`config.mk`:
```
export PLATFORM = sky130hd
export DESIGN_NAME = prog_status_responder
export DESIGN_NICKNAME = d
export VERILOG_FILES = /design/src/rtl/psr_pkg.sv /design/src/rtl/psr_busy_fsm.sv /design/src/rtl/psr_toggle.sv /design/src/rtl/psr_data_mux.sv /design/src/rtl/prog_status_responder.sv
export SDC_FILE = /design/constraint.sdc
export NUM_CORES = 1
export LEC_CHECK = 0
export CORE_AREA = 2 2 39 41
export DETAILED_ROUTE_END_ITERATION = 8
export DIE_AREA = 0 0 41 43
export HOLD_SLACK_MARGIN = 0.08
export PLACE_DENSITY_LB_ADDON = 0.2
export SYNTH_ARGS = -nofsm -noshare
export SYNTH_HDL_FRONTEND = slang
export SYNTH_SLANG_ARGS = --single-unit
export TNS_END_PERCENT = 20
```
`constraint.sdc`:
```
create_clock -name clk -period 2.6 [get_ports clk]
set_input_delay 0.78 -clock clk [delete_from_list [all_inputs] [get_ports clk]]
set_output_delay 0.78 -clock clk [all_outputs]
set_load 0.03 [all_outputs]
```
`src/rtl/psr_pkg.sv`:
```
package psr_pkg;
    typedef enum logic {
        ST_IDLE = 1'b0,
        ST_BUSY = 1'b1
    } psr_state_e;
endpackage

```
`src/rtl/psr_busy_fsm.sv`:
```
module psr_busy_fsm
    import psr_pkg::*;
(
    input  logic       clk,
    input  logic       rst_n,
    input  logic       busy_i,
    output psr_state_e state_o,
    output logic       start_o
);
    psr_state_e state_q;
    psr_state_e state_d;

    // state register
    always_ff @(posedge clk or negedge rst_n) begin
        if (!rst_n) state_q <= ST_IDLE;
        else        state_q <= state_d;
    end

    // next state: IDLE->BUSY (start), BUSY->IDLE (done)
    always_comb begin
        state_d = state_q;
        unique case (state_q)
            ST_IDLE: if (busy_i)  state_d = ST_BUSY;
            ST_BUSY: if (!busy_i) state_d = ST_IDLE;
            default: state_d = ST_IDLE;
        endcase
    end

    // outputs
    always_comb begin
        start_o = 1'b0;
        unique case (state_q)
            ST_IDLE: start_o = busy_i;
            ST_BUSY: start_o = 1'b0;
            default: start_o = 1'b0;
        endcase
    end

    assign state_o = state_q;

    // state follows the busy flag one edge later
    p_enter_busy_r8: assert property (@(posedge clk) disable iff (!rst_n)
        busy_i |=> (state_q == ST_BUSY));
    p_leave_busy_r8: assert property (@(posedge clk) disable iff (!rst_n)
        !busy_i |=> (state_q == ST_IDLE));
endmodule

```
`src/rtl/psr_toggle.sv`:
```
module psr_toggle
    import psr_pkg::*;
(
    input  logic       clk,
    input  logic       rst_n,
    input  psr_state_e state_i,
    input  logic       start_i,
    input  logic       rd_strobe_i,
    output logic       tog_o
);
    logic strobe_q;
    logic read_done;
    logic tog_q;

    always_ff @(posedge clk or negedge rst_n) begin
        if (!rst_n) strobe_q <= 1'b0;
        else        strobe_q <= rd_strobe_i;
    end

    assign read_done = strobe_q & ~rd_strobe_i;

    always_ff @(posedge clk or negedge rst_n) begin
        if (!rst_n)                                  tog_q <= 1'b0;
        else if (start_i)                            tog_q <= 1'b0;
        else if (state_i == ST_BUSY && read_done)    tog_q <= ~tog_q;
    end

    assign tog_o = tog_q;

    // start of each busy period clears the flop
    p_clear_on_start_r5: assert property (@(posedge clk) disable iff (!rst_n)
        start_i |=> (tog_q == 1'b0));
    // one flip per completed read while busy
    p_step_per_read_r6: assert property (@(posedge clk) disable iff (!rst_n)
        (state_i == ST_BUSY && read_done && !start_i) |=> (tog_q != $past(tog_q)));
    // nothing moves without a completed busy read
    p_hold_no_read_r7: assert property (@(posedge clk) disable iff (!rst_n)
        (!read_done && !start_i) |=> $stable(tog_q));
    p_hold_idle_r9: assert property (@(posedge clk) disable iff (!rst_n)
        (state_i == ST_IDLE && !start_i) |=> $stable(tog_q));
endmodule

```
`src/rtl/psr_data_mux.sv`:
```
module psr_data_mux
    import psr_pkg::*;
#(
    parameter int DATA_W   = 8,
    parameter int POLL_BIT = 7,
    parameter int TOG_BIT  = 6
) (
    input  psr_state_e         state_i,
    input  logic               tog_i,
    input  logic [DATA_W-1:0]  last_i,
    input  logic [DATA_W-1:0]  array_i,
    output logic [DATA_W-1:0]  data_o
);
    logic [DATA_W-1:0] status_w;

    for (genvar i = 0; i < DATA_W; i++) begin : g_bit
        if (i == POLL_BIT) begin : g_poll
            assign status_w[i] = ~last_i[i];
        end else if (i == TOG_BIT) begin : g_tog
            assign status_w[i] = tog_i;
        end else begin : g_copy
            assign status_w[i] = last_i[i];
        end
    end

    always_comb begin
        data_o = array_i;
        unique case (state_i)
            ST_IDLE: data_o = array_i;
            ST_BUSY: data_o = status_w;
            default: data_o = array_i;
        endcase
    end
endmodule

```
`src/rtl/prog_status_responder.sv`:
```
module prog_status_responder
    import psr_pkg::*;
#(
    parameter int DATA_W   = 8,
    parameter int POLL_BIT = DATA_W - 1,
    parameter int TOG_BIT  = DATA_W - 2
) (
    input  logic              clk,
    input  logic              rst_n,
    input  logic              busy_i,
    input  logic [DATA_W-1:0] last_data_i,
    input  logic [DATA_W-1:0] array_data_i,
    input  logic              rd_strobe_i,
    output logic [DATA_W-1:0] rd_data_o
);
    localparam int LOW_W = TOG_BIT;

    psr_state_e state_w;
    logic       start_w;
    logic       tog_w;

    psr_busy_fsm u_fsm (
        .clk     (clk),
        .rst_n   (rst_n),
        .busy_i  (busy_i),
        .state_o (state_w),
        .start_o (start_w)
    );

    psr_toggle u_tog (
        .clk         (clk),
        .rst_n       (rst_n),
        .state_i     (state_w),
        .start_i     (start_w),
        .rd_strobe_i (rd_strobe_i),
        .tog_o       (tog_w)
    );

    psr_data_mux #(
        .DATA_W   (DATA_W),
        .POLL_BIT (POLL_BIT),
        .TOG_BIT  (TOG_BIT)
    ) u_mux (
        .state_i (state_w),
        .tog_i   (tog_w),
        .last_i  (last_data_i),
        .array_i (array_data_i),
        .data_o  (rd_data_o)
    );

    // idle passes array data untouched
    p_idle_pass_r2: assert property (@(posedge clk) disable iff (!rst_n)
        (state_w == ST_IDLE) |-> (rd_data_o == array_data_i));
    // busy reports inverted top bit
    p_poll_inv_r3: assert property (@(posedge clk) disable iff (!rst_n)
        (state_w == ST_BUSY) |-> (rd_data_o[POLL_BIT] != last_data_i[POLL_BIT]));
    // busy copies the low bits of the last byte
    p_low_copy_r4: assert property (@(posedge clk) disable iff (!rst_n)
        (state_w == ST_BUSY) |-> (rd_data_o[LOW_W-1:0] == last_data_i[LOW_W-1:0]));
endmodule

```
==> impl_metrics.tcl <==
set metrics [dict create \
    hold_viol_final 0 \
    syn_area_per_cell_um2 12.51 \
    io_buffers 26 \
    arrival_ps 1790 \
    dpl.cell_count 60 \
    cts_tree "yes" \
    slew_viol_final 0 \
    fin_ws_ps 29.53 \
    outcome "finished clean" \
    chipWidth_um 41 \
    clkPwrFrac 0.375 \
    cts_setup_buffers 0 \
    critPathCaptureType "output pin" \
    clockRootBuffer "clkbuf_4" \
    htree_levels 1 \
    synthesis.area_um2 237.7 \
    vias 268 \
    switchingPower_uw 63.80 \
    relSlewSlack 0.6476 \
    gr-total-overflow 0 \
    wl_per_cell_um 10.48 \
    multiInputGateArea_um2 143.9 \
    routed_via_density 4.188 \
    cts_buffers 3 \
    place_ws_ps -220.2 \
    finalSetupViolations 0 \
    clk_latency_ps 240 \
    synth_warnings 0 \
    power_frac_comb 0.369 \
    slowest_delay_ps 390 \
    path_clk_slew_ps 40 \
    grt_pass1_wl_mm 1.021 \
    final_cells 64 \
    ant_nets 0 \
    die_y_um 43 \
    ys_top_cells_by_count "6 x mux2_4, 3 x dfrtp_1, 2 x inv_1" \
    ios 28 \
    syn_to_final_growth_pct 117.4 \
    regArea_um2 75.07 \
    synth_area_leader_cell "mux2_4" \
    leakage_uw 0.0002391 \
    cts_buffer_depth 2 \
    min_period_over_period 0.9886 \
    drt_iter0_drc 0 \
    grt_pass1_vias 256 \
    core_mm2 0.001384 \
    synthCells 19 \
    drive_above_1_share 0.2708 \
    crit_chain "clkdlybuf4s50_1, mux2_4, dlygate4sd2_1" \
    r2r_start "u_fsm.state_o" \
    antenna_found_initial 0 \
    netlist.area_leader.share 0.3789 \
    worstPathRequired_ps 1820 \
    startpoint "array_data_i[3]" \
    wl_um 671 \
    fin_crit_ps 2570 \
    rsz0062_at_grt "false" \
    syn-num-nets 39 \
    synth_edf_count 0 \
    num-nets-final 69 \
    holdBufCountCts 0 \
    synth_most_common_cell "mux2_4" \
    grt_max_degree 12 \
    powerDensity_mw_per_mm2 426.6 \
    clock-sinks 3 \
    slowest_stage "clkdlybuf4s50_1" \
    seq_power_share 0.255 \
    ys_top_cells_by_area "mux2_4 38%, dfrtp_1 32%, buf_6 4.7%" \
    yosysUniqueCellTypes 11 \
    async_flop_share 1.000 \
    nFillCells 143 \
    fmax_ghz 0.3890 \
    max_cap_violations 0 \
    row_count 14 \
    start_util 0.1718 \
    cp_max_fo 1 \
    fp.dieArea_mm2 0.001763 \
    ys.flop_type "dfrtp_1" \
    gp_congestion 0.5995 \
    final_util 0.3734 \
    path_class "in -> out" \
    ys_seq_elements 3 \
    ys_seq_area_frac 0.3158 \
    min_path_type "reg -> reg" \
    ir_worst_vdd_mv 0.2153 \
    switching_share 0.2894 \
    n_antenna_cell 0 \
    fin_skew_ps 4.880 \
    track_usage 0.08643 \
    finish.instance_area_um2 516.7 \
    tightest_slew_ps 528.6 \
    first_pass_iters 1 \
    drc_errors 0 \
    intPower_uw 156.6 \
    crit_path_start_kind "primary input" \
    min_from "u_tog.strobe_q" \
    dpl-instance-area_um2 501.7 \
]
==> kinds of logic (layout without fill, tap and decap cells) <==
kind of cell           Yosys count  in the layout  share of synthesized area
multiplexers                     7              7                     0.4211
AND/OR/NAND/NOR                  4              4                     0.1264
flip-flops                       3              3                     0.3158
buffers and inverters            3             32                    0.07896
AO/OA/AOI/OAI                    2              2                    0.05788
==> repair_timing <==
| action | CTS | global route |
|---|---|---|
| gates resized for setup | 6 | 2 |
| endpoints found under the hold margin | 0 | 0 |
| setup endpoints to repair | 6 | 1 |
==> layout make-up <==
cell class                 instances  area share
timing repair buffer              26      0.4722
multi-input combinational         13      0.2785
sequential                         3      0.1453
clock buffer                       4     0.05085
tap                               16     0.03874
inverter                           2     0.01453
==> state kept, by name (all words and copies together) (netlist names) <==
| name | flops |
|---|---|
| u_fsm.state_o | 1 |
| u_tog.strobe_q | 1 |
| u_tog.tog_o | 1 |
==> power by group through the flow <==
stage | logic [uW] | registers (uW) | clock network (uW)
after CTS | 82.6 | 56.5 | 87.2
after detailed placement | 87.9 | 57.2 | 0
after global routing | 86.9 | 57.0 | 94.2
final | 81.4 | 56.3 | 82.7
after floorplan | 45.6 | 53.2 | 0
after global placement | 86.9 | 56.5 | 0
==> critical path: cells and delay by family <==
kind                   cells  cell delay [ps]
buffers and inverters      2              750
muxes                      1              260
==> cells in the final DEF, fill, tap and decap left out <==
master,synthesis,routed
nand2_2,1,1
nor2b_1,1,1
dlygate4sd2_1,0,5
inv_1,2,2
o221ai_1,1,1
clkdlybuf4s50_1,0,18
mux2_4,6,6
clkbuf_4,0,3
clkbuf_2,0,1
dfrtp_1,3,3
nand2b_1,1,1
buf_4,0,2
nand4bb_1,1,1
clkbuf_1,0,1
o21ai_0,1,1
mux2i_1,1,1
==> metrics by stage <==
stage	setup TNS [ps]	total power, uW	hold slack (ps)
floorplan	0	98.75	484.4
global placement	-1245	143.4	529.3
detailed placement	-1279	145.1	564.7
CTS	0	226.2	578.9
global route	0	238.1	647.2
finish	0	220.4	575.4
==> final timing paths <==
path,to,slack (ps),cells past startpoint
min,u_tog.tog_o,580,2
min reg2reg,u_tog.tog_o,580,2
min in group asynchronous,u_fsm.state_o,730,1
max,rd_data_o[3],30,3
max in group asynchronous,u_tog.tog_o,1730,1
max reg2reg,u_tog.tog_o,1540,2
==> layer usage <==
layer,vias up,routed length [um],GRT usage
li1,125,-,-
met1,127,225,0.09032
met2,14,355,0.1313
met3,2,74,0.03665
met4,0,16,0.06000
met5,-,0,0
No activity file was read; power rests on OpenSTA's default activity.
